--- config.mk ---
export PLATFORM = sky130hd
export DESIGN_NAME = ep_cfg_window
export DESIGN_NICKNAME = d
export VERILOG_FILES = /design/src/rtl/ep_cfg_pkg.sv /design/src/rtl/ep_bar_slot.sv /design/src/rtl/ep_win_decode.sv /design/src/rtl/ep_cfg_window.sv
export SDC_FILE = /design/constraint.sdc
export NUM_CORES = 1
export LEC_CHECK = 0
export ABC_CLOCK_PERIOD_IN_PS = 2640
export BUFFER_PORTS_ARGS = -buffer_cell sky130_fd_sc_hd__buf_2
export CAP_MARGIN = 20
export CORE_AREA = 2 2 179 93
export DETAILED_ROUTE_END_ITERATION = 6
export DIE_AREA = 0 0 181 95
export PLACE_DENSITY = 0.78
export SYNTH_ARGS = -nofsm -noshare
export SYNTH_HDL_FRONTEND = slang
export SYNTH_SLANG_ARGS = --single-unit
export TNS_END_PERCENT = 50
--- constraint.sdc ---
create_clock -name clk -period 2.64 [get_ports clk]
set_input_delay 0.528 -clock clk [delete_from_list [all_inputs] [get_ports clk]]
set_output_delay 0.528 -clock clk [all_outputs]
set_load 0.1 [all_outputs]
--- src/rtl/ep_cfg_pkg.sv ---
package ep_cfg_pkg;

  typedef enum logic [1:0] {
    SLOT_NONE   = 2'd0,
    SLOT_M32    = 2'd1,
    SLOT_M64_LO = 2'd2,
    SLOT_M64_HI = 2'd3
  } slot_kind_e;

  localparam int unsigned NUM_SLOTS  = 6;
  localparam int unsigned IDX_W      = 6;
  localparam logic [5:0]  IDX_IDENT  = 6'd0;
  localparam logic [5:0]  IDX_CMD    = 6'd1;
  localparam logic [5:0]  IDX_SLOT0  = 6'd4;
  localparam int unsigned CMD_EN_BIT = 1;

  // Bits a slot stores; everything else reads as constant.
  function automatic logic [31:0] slot_wmask(slot_kind_e k, int unsigned lg);
    logic [31:0] m;
    case (k)
      SLOT_M32, SLOT_M64_LO: m = ~((32'd1 << lg) - 32'd1);
      SLOT_M64_HI:           m = 32'hFFFF_FFFF;
      default:               m = 32'h0;
    endcase
    return m;
  endfunction

  // Read-only attribute nibble of a slot.
  function automatic logic [3:0] slot_attr(slot_kind_e k, logic pref);
    logic [3:0] a;
    case (k)
      SLOT_M32:    a = {pref, 2'b00, 1'b0};
      SLOT_M64_LO: a = {pref, 2'b10, 1'b0};
      default:     a = 4'h0;
    endcase
    return a;
  endfunction

endpackage

--- src/rtl/ep_bar_slot.sv ---
module ep_bar_slot
  import ep_cfg_pkg::*;
#(
  parameter slot_kind_e  KIND = SLOT_NONE,
  parameter int unsigned LOG2 = 4,
  parameter logic        PREF = 1'b0
) (
  input  logic        clk,
  input  logic        rst_n,
  input  logic        wr_en,
  input  logic [31:0] wdata,
  output logic [31:0] base_q,
  output logic [31:0] rd_val
);

  localparam logic [31:0] WMASK = slot_wmask(KIND, LOG2);
  localparam logic [3:0]  ATTR  = slot_attr(KIND, PREF);

  logic [31:0] base_d;
  logic [31:0] base_r;

  always_comb begin
    base_d = wdata & WMASK;
  end

  always_ff @(posedge clk or negedge rst_n) begin
    if (!rst_n) begin
      base_r <= '0;
    end else if (wr_en) begin
      base_r <= base_d;
    end
  end

  assign base_q = base_r;
  assign rd_val = base_r | {28'h0, ATTR};

  // an all-ones probe reads back exactly the size mask plus attributes
  assert_probe_mask_R3: assert property (@(posedge clk) disable iff (!rst_n)
    (wr_en && (wdata == 32'hFFFF_FFFF)) |=> (rd_val == (WMASK | {28'h0, ATTR})));

endmodule

--- src/rtl/ep_win_decode.sv ---
module ep_win_decode
  import ep_cfg_pkg::*;
#(
  parameter logic [2*NUM_SLOTS-1:0] BAR_KIND = '0,
  parameter logic [6*NUM_SLOTS-1:0] BAR_LOG2 = '0,
  parameter int unsigned            LOCAL_AW = 16
) (
  input  logic                clk,
  input  logic                rst_n,
  input  logic                dec_en,
  input  logic [63:0]         addr,
  input  logic [31:0]         bar_base [NUM_SLOTS],
  output logic                hit,
  output logic [2:0]          sel,
  output logic [LOCAL_AW-1:0] off
);

  logic [NUM_SLOTS-1:0] win_hit;
  logic [LOCAL_AW-1:0]  win_off [NUM_SLOTS];

  for (genvar i = 0; i < NUM_SLOTS; i++) begin : g_win
    localparam slot_kind_e  K     = slot_kind_e'(BAR_KIND[2*i +: 2]);
    localparam int unsigned LG    = BAR_LOG2[6*i +: 6];
    localparam logic [63:0] AMASK = ~((64'd1 << LG) - 64'd1);
    logic [63:0] base;
    if (K == SLOT_M64_LO && i < NUM_SLOTS - 1) begin : g_pair
      assign base       = {bar_base[i+1], bar_base[i]};
      assign win_hit[i] = dec_en && (((addr ^ base) & AMASK) == 64'h0);
    end else if (K == SLOT_M32) begin : g_single
      assign base       = {32'h0, bar_base[i]};
      assign win_hit[i] = dec_en && (((addr ^ base) & AMASK) == 64'h0);
    end else begin : g_off
      assign base       = 64'h0;
      assign win_hit[i] = 1'b0;
    end
    // base is aligned to the window size, so the offset is just the low bits
    assign win_off[i] = addr[LOCAL_AW-1:0] & ~AMASK[LOCAL_AW-1:0];
  end

  always_comb begin
    hit = 1'b0;
    sel = 3'd0;
    off = '0;
    for (int i = NUM_SLOTS - 1; i >= 0; i--) begin
      if (win_hit[i]) begin
        hit = 1'b1;
        sel = 3'(i);
        off = win_off[i];
      end
    end
  end

  // no lower-numbered slot hits when a slot is selected
  assert_lowest_wins_R10: assert property (@(posedge clk) disable iff (!rst_n)
    hit |-> ((win_hit & ((6'd1 << sel) - 6'd1)) == 6'd0));

endmodule

--- src/rtl/ep_cfg_window.sv ---
module ep_cfg_window
  import ep_cfg_pkg::*;
#(
  parameter logic [15:0]            VENDOR_ID = 16'h1D0F,
  parameter logic [15:0]            DEVICE_ID = 16'hA5C3,
  parameter logic [2*NUM_SLOTS-1:0] BAR_KIND  = 12'h1E1,
  parameter logic [6*NUM_SLOTS-1:0] BAR_LOG2  = {6'd0, 6'd8, 6'd0, 6'd12, 6'd0, 6'd16},
  parameter logic [NUM_SLOTS-1:0]   BAR_PREF  = 6'b000100,
  parameter int unsigned            LOCAL_AW  = 16
) (
  input  logic                clk,
  input  logic                rst_n,
  input  logic                cfg_req,
  input  logic                cfg_we,
  input  logic [5:0]          cfg_idx,
  input  logic [31:0]         cfg_wdata,
  output logic                cfg_rvalid,
  output logic [31:0]         cfg_rdata,
  input  logic                mem_req,
  input  logic                mem_we,
  input  logic [63:0]         mem_addr,
  input  logic [31:0]         mem_wdata,
  output logic                loc_wr,
  output logic                loc_rd,
  output logic [2:0]          loc_bar,
  output logic [LOCAL_AW-1:0] loc_off,
  output logic [31:0]         loc_wdata,
  output logic                mem_ur
);

  // configuration side
  logic        cfg_wr;
  logic        cfg_rd;
  logic        cmd_wr;
  logic        en_q;
  logic [31:0] slot_base [NUM_SLOTS];
  logic [31:0] slot_rd   [NUM_SLOTS];
  logic [31:0] rd_mux;
  logic [31:0] rdata_d;
  logic        seen_q;

  assign cfg_wr = cfg_req && cfg_we;
  assign cfg_rd = cfg_req && !cfg_we;
  assign cmd_wr = cfg_wr && (cfg_idx == IDX_CMD);

  always_ff @(posedge clk or negedge rst_n) begin
    if (!rst_n) begin
      en_q <= 1'b0;
    end else if (cmd_wr) begin
      en_q <= cfg_wdata[CMD_EN_BIT];
    end
  end

  for (genvar i = 0; i < NUM_SLOTS; i++) begin : g_slot
    localparam logic [5:0] MY_IDX = 6'(IDX_SLOT0 + 6'(i));
    logic slot_we;
    assign slot_we = cfg_wr && (cfg_idx == MY_IDX);
    ep_bar_slot #(
      .KIND (slot_kind_e'(BAR_KIND[2*i +: 2])),
      .LOG2 (BAR_LOG2[6*i +: 6]),
      .PREF (BAR_PREF[i])
    ) i_slot (
      .clk    (clk),
      .rst_n  (rst_n),
      .wr_en  (slot_we),
      .wdata  (cfg_wdata),
      .base_q (slot_base[i]),
      .rd_val (slot_rd[i])
    );
  end

  always_comb begin
    rd_mux = 32'h0;
    if (cfg_idx == IDX_IDENT) begin
      rd_mux = {DEVICE_ID, VENDOR_ID};
    end else if (cfg_idx == IDX_CMD) begin
      rd_mux = {30'h0, en_q, 1'b0};
    end else begin
      for (int i = 0; i < NUM_SLOTS; i++) begin
        if (cfg_idx == 6'(IDX_SLOT0 + 6'(i))) begin
          rd_mux = slot_rd[i];
        end
      end
    end
    rdata_d = cfg_rd ? rd_mux : 32'h0;
  end

  always_ff @(posedge clk or negedge rst_n) begin
    if (!rst_n) begin
      cfg_rvalid <= 1'b0;
      cfg_rdata  <= '0;
      seen_q     <= 1'b0;
    end else begin
      cfg_rvalid <= cfg_rd;
      cfg_rdata  <= rdata_d;
      seen_q     <= 1'b1;
    end
  end

  // memory side
  logic                dec_hit;
  logic [2:0]          dec_sel;
  logic [LOCAL_AW-1:0] dec_off;
  logic                fwd;
  logic                wr_d;
  logic                rd_d;
  logic                ur_d;
  logic [2:0]          bar_d;
  logic [LOCAL_AW-1:0] off_d;
  logic [31:0]         wdat_d;

  ep_win_decode #(
    .BAR_KIND (BAR_KIND),
    .BAR_LOG2 (BAR_LOG2),
    .LOCAL_AW (LOCAL_AW)
  ) i_dec (
    .clk      (clk),
    .rst_n    (rst_n),
    .dec_en   (en_q),
    .addr     (mem_addr),
    .bar_base (slot_base),
    .hit      (dec_hit),
    .sel      (dec_sel),
    .off      (dec_off)
  );

  always_comb begin
    fwd    = mem_req && dec_hit;
    wr_d   = fwd && mem_we;
    rd_d   = fwd && !mem_we;
    ur_d   = mem_req && !dec_hit;
    bar_d  = fwd ? dec_sel : 3'd0;
    off_d  = fwd ? dec_off : '0;
    wdat_d = wr_d ? mem_wdata : 32'h0;
  end

  always_ff @(posedge clk or negedge rst_n) begin
    if (!rst_n) begin
      loc_wr    <= 1'b0;
      loc_rd    <= 1'b0;
      mem_ur    <= 1'b0;
      loc_bar   <= '0;
      loc_off   <= '0;
      loc_wdata <= '0;
    end else begin
      loc_wr    <= wr_d;
      loc_rd    <= rd_d;
      mem_ur    <= ur_d;
      loc_bar   <= bar_d;
      loc_off   <= off_d;
      loc_wdata <= wdat_d;
    end
  end

  // a single outcome per cycle
  assert_one_outcome_R9: assert property (@(posedge clk) disable iff (!rst_n)
    $onehot0({loc_wr, loc_rd, mem_ur}));

  // decode disabled means the request is refused
  assert_off_refused_R9: assert property (@(posedge clk) disable iff (!rst_n)
    (seen_q && $past(mem_req && !en_q)) |-> (mem_ur && !loc_wr && !loc_rd));

  // read data returns one cycle after the read
  assert_read_latency_R11: assert property (@(posedge clk) disable iff (!rst_n)
    seen_q |-> (cfg_rvalid == $past(cfg_req && !cfg_we)));

  // data is quiet when not valid
  assert_quiet_rdata_R11: assert property (@(posedge clk) disable iff (!rst_n)
    !cfg_rvalid |-> (cfg_rdata == 32'h0));

  // the selected window reports an offset only when something is forwarded
  assert_idle_fields_R8: assert property (@(posedge clk) disable iff (!rst_n)
    !(loc_wr || loc_rd) |-> (loc_bar == 3'd0 && loc_off == '0 && loc_wdata == 32'h0));

endmodule

== Word level (Yosys, flattened, before mapping) ==
Cells that the tools add are included.
Widths: inputs -> output; s select.

* Register bits: 180
* Bits of input ports: 140
* Logic and storage cells: 65

* Eq/ne operators: 7
* Multiplexer cells: 21
* Bitwise operators: 3
* Reductions and logical operators: 21

{| class="wikitable"
|+ Operators by type and width
! operator !! count
|-
| $mux 32 || 10
|-
| $logic_not 64->1 || 3
|-
| $xor 64x32->64 || 2
|-
| $xor 64x64->64 || 1
|-
| $mux 16 || 3
|-
| $eq 6x3->1 const B || 4
|-
| $logic_and 1x1->1 || 14
|-
| $eq 6x4->1 const B || 2
|-
| $mux 3 || 4
|-
| $mux 8 || 1
|-
| $eq 6x1->1 const B || 1
|-
| $logic_not 6->1 || 1
|-
| $logic_not 1->1 || 3
|-
| $mux 1 || 3
|}

== Longest topological paths before layout ==
Gate-level depths: netlist (run 1).

* Depth after elaboration: 10
* Mapped depth: 8
* Depth with buffers taken out: 5

== By module ==
A second synthesis (run 1) with hierarchy kept.

* Cell total of the unflattened synthesis: 1017
* Area, all modules: 11563.6 um2

{| class="wikitable"
|+ Modules (own cells, without submodules)
! module !! times used !! cells each !! area an instance (um2)
|-
| ep_cfg_window || 1 || 357 || 4261.6
|-
| ep_bar_slot at g_slot[3].i_slot || 1 || 100 || 1585.3
|-
| ep_bar_slot at g_slot[4].i_slot || 1 || 92 || 1301.2
|-
| ep_win_decode || 1 || 167 || 1272.5
|-
| ep_bar_slot at g_slot[2].i_slot || 1 || 88 || 1161.1
|-
| ep_bar_slot at g_slot[0].i_slot || 1 || 83 || 1013.5
|-
| ep_bar_slot at g_slot[1].i_slot ... || 2 || 65 || 484.2
|}

== Least setup slack after synthesis (run 1) ==
OpenSTA, ideal clock, no wires.

* Kind: input-to-reg
* From: in cfg_idx[1]
* To: reg g_slot[4].i_slot.base_r[22]
* Arrival: 2.097 ns
* Required time: 2.515 ns
* Setup slack: 0.419 ns
* Cell stages on the path: 7
* Cells stage by stage: clkbuf_1 -> nor2_1 -> and3_1 -> clkbuf_1 -> nand3_1 -> clkbuf_1 -> mux2_2

* Longest elaborated chain between the ends: 2

{| class="wikitable"
|+ Ends and longest elaborated chain
! what !! line !! RTL
|-
| from (decl) || ep_cfg_window.sv:15 || <nowiki>input logic [5:0] cfg_idx,</nowiki>
|-
| $eq 6x4->1 || ep_cfg_window.sv:57 || <nowiki>assign slot_we = cfg_wr && (cfg_idx == MY_IDX);</nowiki>
|-
| $logic_and 1x1->1 || ep_cfg_window.sv:57 ||
|-
| to (signal assigned) || ep_bar_slot.sv:30 || <nowiki>base_r <= base_d;</nowiki>
|-
| to (decl) || ep_bar_slot.sv:20 || <nowiki>logic [31:0] base_r;</nowiki>
|}

No other way between the ends.
A chain may end at the register's enable or synchronous reset.

== Worst setup path in the final report (run 1) ==
* From: reg g_slot[3].i_slot.base_r[21]
* To: reg loc_rd

* Longest elaborated chain between the ends: 7

{| class="wikitable"
|+ Ends and longest elaborated chain
! what !! line !! RTL
|-
| from (decl) || ep_bar_slot.sv:20 ||
|-
| from (signal assigned) || ep_bar_slot.sv:30 ||
|-
| $xor 64x64->64 || ep_win_decode.sv:28 || <nowiki>assign win_hit[i] = dec_en && (((addr ^ base) & AMASK) == 64'h0);</nowiki>
|-
| $logic_not 64->1 || ep_win_decode.sv:28 ||
|-
| $logic_and 1x1->1 || ep_win_decode.sv:28 ||
|-
| $mux 1 (2 in a row) || ep_win_decode.sv:45 || <nowiki>if (win_hit[i]) begin</nowiki>
|-
| $logic_and 1x1->1 || ep_cfg_window.sv:128 || <nowiki>fwd = mem_req && dec_hit;</nowiki>
|-
| $logic_and 1x1->1 || ep_cfg_window.sv:130 || <nowiki>rd_d = fwd && !mem_we;</nowiki>
|-
| via rd_d || ep_cfg_window.sv:106 || <nowiki>logic rd_d;</nowiki>
|-
| to (signal assigned) || ep_cfg_window.sv:147 || <nowiki>loc_rd <= rd_d;</nowiki>
|-
| to (decl) || ep_cfg_window.sv:24 || <nowiki>output logic loc_rd,</nowiki>
|}

The timed path passes the listed nets, and every way through them passes these cells.

==> results of run 1 <==
-- state kept, by name, summed over array words and instances (netlist names), 2 cells and up --
signal and flops:
g_slot.i_slot.base_q 92, cfg_rdata 32, loc_wdata 32, loc_off 16
loc_bar 2
-- synth_stat cells (all sizes together) (2+ instances only) --
cell    count
nor4       22
buf        10
a211oi      4
xnor2      33
and2        2
a31oi      43
a32oi       3
o221ai      6
nor3       17
nand4      16
inv        11
xor2       59
a21oi      26
o22ai       8
nor2       10
and3        6
and4        2
mux2      107
clkbuf     37
nand2      25
nand3      36
mux2i       2
dfrtp     179
o221a       2
o21ai      12
-- path summary, 6_finish.rpt --
path	end	cells after the start	slack, ns
min in group clk	loc_off[5]	3	0.31
worst max register to register	loc_rd	6	0.25
worst min register to register	g_slot[0].i_slot.base_q[18]	1	0.55
max in group asynchronous	en_q	2	1.87
worst max-delay path	loc_rd	6	0.25
worst min-delay path	cfg_rvalid	1	0.05
-- power groups by stage --
stage | registers [mW] | logic (mW) | clock network, mW
final | 3.00 | 0.738 | 2.57
after global routing | 3.02 | 0.789 | 2.72
after CTS | 3.00 | 0.726 | 2.61
after detailed placement | 3.05 | 0.718 | 0
after global placement | 3.04 | 0.709 | 0
after floorplan | 3.03 | 0.347 | 0
-- logic make-up after synthesis --
family	Yosys count
flops	179
other cells	1
mux	109
buf+inv	58
simple gates	143
xor+xnor	92
compound gates	108
-- placed cells by master, fill, tap and decap left out, types with 2 or more instances in the layout --
| master | n |
|---|---|
| buf_2 | 224 |
| dfrtp_1 | 179 |
| mux2_2 | 107 |
| xor2_1 | 59 |
| a31oi_1 | 43 |
| nand3_1 | 36 |
| xnor2_1 | 33 |
| a21oi_1 | 26 |
| nand2_1 | 25 |
| buf_4 | 25 |
| nor4_1 | 22 |
| clkbuf_16 | 17 |
| nand4_1 | 16 |
| nor3_1 | 16 |
| o21ai_0 | 12 |
| inv_1 | 11 |
| nor2_1 | 9 |
| o22ai_1 | 8 |
| o221ai_1 | 6 |
| and3_1 | 6 |
| buf_12 | 6 |
| inv_6 | 5 |
| a211oi_1 | 4 |
| a32oi_1 | 3 |
| clkinv_4 | 3 |
| diode_2 | 2 |
| and2_1 | 2 |
| mux2i_1 | 2 |
| o221a_2 | 2 |
| and4_1 | 2 |
| bufinv_16 | 2 |
| inv_8 | 2 |
| clkinvlp_4 | 2 |
-- layer usage --
layer,track usage,vias to the layer above,share of wire
met5,0,-,0.00046
met4,0.0840,2,0.014
met3,0.0956,37,0.10
met2,0.417,344,0.42
met1,0.478,3386,0.46
li1,-,2979,-
-- worst register-to-register path: stages, from the launching register on --
cell	delay, ns
dfrtp_1	0.48
xor2_1	0.18
nor4_1	0.35
nand4_1	0.13
or4_1	0.61
buf_12	0.22
a311oi_1	0.32
-- per-stage QoR --
stage	hold slack, ns	utilization	instance area, µm²	cells
after floorplan	0.232	-	8190	690
final	0.0509	0.649	10300	1143
after CTS	0.0598	0.649	10300	1141
after detailed placement	0.524	0.611	9690	1109
after global placement	0.525	0.611	9690	1109
after global routing	0.0756	0.649	10300	1141
-- cell type report --
cell class / count / area share
Timing Repair Buffer: 256 / 0.140
Clock inverter: 14 / 0.0163
Multi-Input combinational cell: 453 / 0.337
Inverter: 11 / 0.00401
Tap cell: 210 / 0.0255
Clock buffer: 18 / 0.0417
Antenna cell: 2 / 0.000486
Sequential cell: 179 / 0.435
==> flow_metrics.py, run 1 <==
metrics = {
    "synth": {
        "synth_top_area_cell": "dfrtp_1",
        "synth_edf_count": 0,
        "yosys.area.top_type_share": 0.547,
        "syn_avg_cell_area_um2": 11.9,
        "synth-xor-area-share": 0.0984,
        "ys_warn_count": 0,
        "synth-seq-area-share": 0.547,
        "synth_cell_types": 41,
        "synth_area_leaders": "dfrtp_1 (55%), mux2_2 (15%), xor2_1 (6.3%), xnor2_1 (3.5%), a31oi_1 (3.3%)",
        "ys_ff_latch": 179,
        "synth_top_family_by_area": "multiplexers",
        "syn-cell-area_um2": 8190,
        "yosys.area_share.adder": 0,
        "synthCells": 690,
        "synth_compound_area_frac": 0.0823,
        "synth_mux_area_frac": 0.150,
        "synth_nets": 830,
        "ys_async_sr_fraction": 1.00,
        "synth-simple-area-share": 0.0927,
        "synth_ff_type": "dfrtp_1",
    },
    "routing": {
        "wl_per_cell_um": 23.0,
        "first_pass_iters": 5,
        "via_per_inst": 5.90,
        "drc": 0,
        "vias": 6748,
        "routed_wl_um": 26300,
        "ant_nets": 0,
        "drt_first_iter_violations": 838,
    },
    "floorplan": {
        "row_count": 33,
        "start_util": 0.517,
        "die_h_um": 95,
        "die-area_um2": 17200,
        "pin_count": 227,
        "die_w_um": 181,
        "core_um2": 15900,
    },
    "layout": {
        "syn_to_final_growth_pct": 25.7,
        "seqCellArea_um2": 4480,
        "multi_input_area_um2": 3470,
        "drive_gt1_frac": 0.427,
        "finalNetCount": 1058,
        "fillers": 1280,
    },
    "clock_tree": {
        "post_cts_resized": 0,
        "cts_max_path_buffers": 2,
        "cts_tree": "done",
        "cts_hold_buf": 0,
        "htree_levels": 4,
        "clk_latency_ns": 0.43,
        "cts_setup_buffers": 0,
        "numCtsBuffers": 17,
        "clock_sink_count": 179,
        "cts-root-buf": "clkbuf_16",
        "cts.clk_slew.worst_paths_ns": 0.07,
    },
    "power_and_ir_drop": {
        "power.clock.fraction": 0.408,
        "p_int_mw": 4.61,
        "pwr-share-comb": 0.117,
        "p_total_mw": 6.31,
        "cellLeakagePower_nw": 5.24,
        "powerDensity_nw_per_um2": 613,
        "peakVddDrop_v": 0.000481,
        "seqPwrFrac": 0.476,
        "swShare": 0.270,
        "switchingPower_mw": 1.70,
    },
    "setup_path": {
        "cp_slowest_stage_delay_ns": 0.61,
        "cp_num_buf_inv": 1,
        "path_class": "reg -> reg",
        "crit_chain": "xor2_1 > nor4_1 > nand4_1 > or4_1 > buf_12 > a311oi_1",
        "cp.required_ns": 2.97,
        "cp_max_fo": 49,
        "crit_slowest_cell": "or4_1",
        "start_kind": "flip-flop",
        "endpoint_kind": "flip-flop",
        "critPathArrivalTime_ns": 2.72,
        "regToRegStartpoint": "g_slot[3].i_slot.base_q[21]",
        "cp-startpoint": "g_slot[3].i_slot.base_q[21]",
        "crit_family": "simple AND/OR/NAND/NOR gates",
    },
    "placement": {
        "post-dp-hpwl_um": 19100,
        "numPortBuffers": 225,
        "post-place-ws_ns": 0.0602,
        "gp_congestion": 1.06,
    },
    "grt": {
        "grt_pass1_wl_um": 38800,
        "grt_overflow": 0,
        "antenna_found_initial": 3,
        "grt_use_total": 0.310,
        "grt_pass1_vias": 6442,
        "grt_max_degree": 56,
    },
    "timing": {
        "fin_skew_ns": 0.0115,
        "fmax_ghz": 0.418,
        "setup_tns_ns": 0,
        "finalHoldViolCount": 0,
        "report.final.slew_viol_count": 0,
        "layout_setup_ws_ns": 0.249,
        "rsz0062_at_grt": "false",
        "finalCritPeriodShare": 0.906,
        "setup_viol": 0,
        "slew_headroom": 0.526,
        "fin_crit_ns": 2.39,
        "worst_slew_pin_slew_ns": 0.705,
    },
    "worst_hold_path": {
        "min_path_type": "in -> async",
    },
    "job": {
        "max_cap_viol_count": 0,
    },
    "outcome": {
        "status": "finished, final reports clean",
    },
}
Power figures use the tool's default switching activity.
==> run 2: changes to the inputs <==
--- a/config.mk
+++ b/config.mk
@@ -8,10 +8,12 @@
 export ABC_CLOCK_PERIOD_IN_PS = 2640
 export BUFFER_PORTS_ARGS = -buffer_cell sky130_fd_sc_hd__buf_2
 export CAP_MARGIN = 20
-export CORE_AREA = 2 2 179 93
+export CORE_AREA = 2 2 178 93
+export CTS_BUF_LIST = sky130_fd_sc_hd__clkbuf_8
 export DETAILED_ROUTE_END_ITERATION = 6
-export DIE_AREA = 0 0 181 95
-export PLACE_DENSITY = 0.78
+export DIE_AREA = 0 0 180 95
+export GPL_TIMING_DRIVEN = 0
+export PLACE_DENSITY = 0.79
 export SYNTH_ARGS = -nofsm -noshare
 export SYNTH_HDL_FRONTEND = slang
 export SYNTH_SLANG_ARGS = --single-unit
==> flow_metrics.py, run 2 (synthesis results as in run 1) <==
metrics = {
    "grt": {
        "grt_overflow": 0,
        "grt_pass1_wl_um": 38800,
        "grt_pass1_vias": 6355,
        "grt_use_total": 0.309,
        "grt_max_degree": 111,
        "antenna_found_initial": 6,
    },
    "power_and_ir_drop": {
        "cellLeakagePower_nw": 5.04,
        "peakVddDrop_v": 0.000359,
        "swShare": 0.289,
        "seqPwrFrac": 0.543,
        "p_int_mw": 3.92,
        "power.clock.fraction": 0.324,
        "switchingPower_mw": 1.59,
        "pwr-share-comb": 0.132,
        "powerDensity_nw_per_um2": 551,
    },
    "clock_tree": {
        "clock_sink_count": 179,
        "clk_latency_ns": 0.47,
        "numCtsBuffers": 17,
        "cts.clk_slew.worst_paths_ns": 0.10,
        "cts_tree": "done",
        "htree_levels": 4,
        "cts-root-buf": "clkbuf_8",
        "cts_max_path_buffers": 2,
    },
    "setup_path": {
        "cp.required_ns": 2.99,
        "start_kind": "flip-flop",
        "path_class": "reg -> reg",
        "critPathArrivalTime_ns": 2.96,
        "endpoint_kind": "flip-flop",
        "cp_max_fo": 10,
    },
    "routing": {
        "wl_per_cell_um": 22.6,
        "drc": 0,
        "via_per_inst": 5.97,
        "vias": 6912,
        "drt_first_iter_violations": 878,
        "ant_nets": 0,
        "first_pass_iters": 5,
        "routed_wl_um": 26200,
    },
    "placement": {
        "numPortBuffers": 222,
        "post-place-ws_ns": -0.410,
        "post-dp-hpwl_um": 20200,
        "dp_cells": 1123,
        "gp_congestion": 1.05,
    },
    "timing": {
        "setup_viol": 0,
        "slew_headroom": 0.355,
        "setup_tns_ns": 0,
        "fmax_ghz": 0.384,
        "fin_crit_ns": 2.61,
        "report.final.slew_viol_count": 0,
        "finalHoldViolCount": 0,
        "fin_skew_ns": 0.0179,
        "finalCritPeriodShare": 0.988,
        "worst_slew_pin_slew_ns": 0.962,
        "rsz0062_at_grt": "false",
        "layout_setup_ws_ns": 0.0328,
    },
    "layout": {
        "drive_gt1_frac": 0.399,
        "final_cells": 1158,
        "finalNetCount": 1072,
        "fillers": 1281,
        "final_cell_mix": "buf_2 (227), dfrtp_1 (179), mux2_2 (107)",
        "final_core_util": 0.636,
        "syn_to_final_growth_pct": 22.1,
        "largest_reg_flops": 92,
        "final_common_cell": "buf_2",
    },
    "floorplan": {
        "die-area_um2": 17100,
        "die_w_um": 180,
        "row_count": 33,
        "die_h_um": 95,
        "start_util": 0.521,
        "core_um2": 15700,
        "pin_count": 227,
    },
    "worst_hold_path": {
        "min_path_type": "in -> async",
    },
    "job": {
        "max_cap_viol_count": 0,
    },
    "outcome": {
        "status": "finished, final reports clean",
    },
}
run 2: cell types whose count changed in the layout (fill, tap and decap cells not counted), moves of 5 or more:
cell / change
buf_4: -24
clkinvlp_4: +5
clkbuf_1: +35
clkbuf_16: -17
clkbuf_8: +17
buf_12: -6
run 2: path summary, 6_finish.rpt:
| kind | slack (ns) | from | depth (start not counted) | end |
|---|---|---|---|---|
| min in group clk | 0.28 | mem_addr[3] | 3 | loc_off[3] |
| max reg2reg | 0.03 | g_slot[0].i_slot.base_q[29] | 6 | loc_wdata[9] |
| min reg2reg | 0.56 | g_slot[4].i_slot.base_q[8] | 1 | g_slot[4].i_slot.base_q[8] |
| max in group asynchronous | 1.71 | rst_n | 2 | g_slot[4].i_slot.base_q[28] |
| max | 0.03 | g_slot[0].i_slot.base_q[29] | 6 | loc_wdata[9] |
| min | 0.02 | rst_n | 1 | g_slot[2].i_slot.base_q[29] |
run 2: per-layer routing:
layer	up-vias	wire length [µm]	global-route usage
met2	442	10200	0.394
met3	37	3220	0.102
met1	3436	12400	0.493
met4	2	393	0.0698
met5	-	11	0
li1	2995	-	-
run 2: worst max-delay path: stages (launching register included):
cell and delay (ns):
dfrtp_1 0.43, xnor2_1 0.53, nand4_1 0.27, nor4_1 0.28, nand2_1 0.30, clkbuf_1 0.33
a31oi_1 0.35
run 2: layout make-up:
cell class                      instances  area (µm²)  area share
Timing Repair Buffer                  223        1150       0.115
Antenna cell                            4        10.0     0.00100
Buffer                                 47         204      0.0204
Clock inverter                         14         130      0.0130
Sequential cell                       179        4480       0.448
Tap cell                              210         263      0.0263
Clock buffer                           17         234      0.0234
Multi-Input combinational cell        453        3490       0.349
Inverter                               11        41.3     0.00413
run 2: timing repair:
| item | CTS | global route |
|---|---|---|
| buffers inserted | 0 | 0 |
| endpoints found under the setup margin | 0 | 69 |
| gates resized for setup | 0 | 6 |
| hold buffers | 0 | 0 |
run 2: stage by stage:
step / power (mW) / hold WS [ns] / instance area [µm²]
3_5_place_dp: 3.75 / 0.528 / 9600
2_1_floorplan: 3.37 / 0.232 / 8190
3_3_place_gp: 3.72 / 0.531 / 9570
6_report: 5.51 / 0.0229 / 10000
5_1_grt: 5.73 / 0.0338 / 9990
4_1_cts: 5.51 / 0.0286 / 9970
run 2: power by group through the flow:
| stage | Combinational, mW | Clock, mW | Sequential, mW |
|---|---|---|---|
| finish | 0.730 | 1.79 | 3.00 |
| floorplan | 0.347 | 0 | 3.03 |
| global route | 0.778 | 1.94 | 3.01 |
| detailed placement | 0.706 | 0 | 3.04 |
| CTS | 0.711 | 1.81 | 2.99 |
| global placement | 0.687 | 0 | 3.04 |
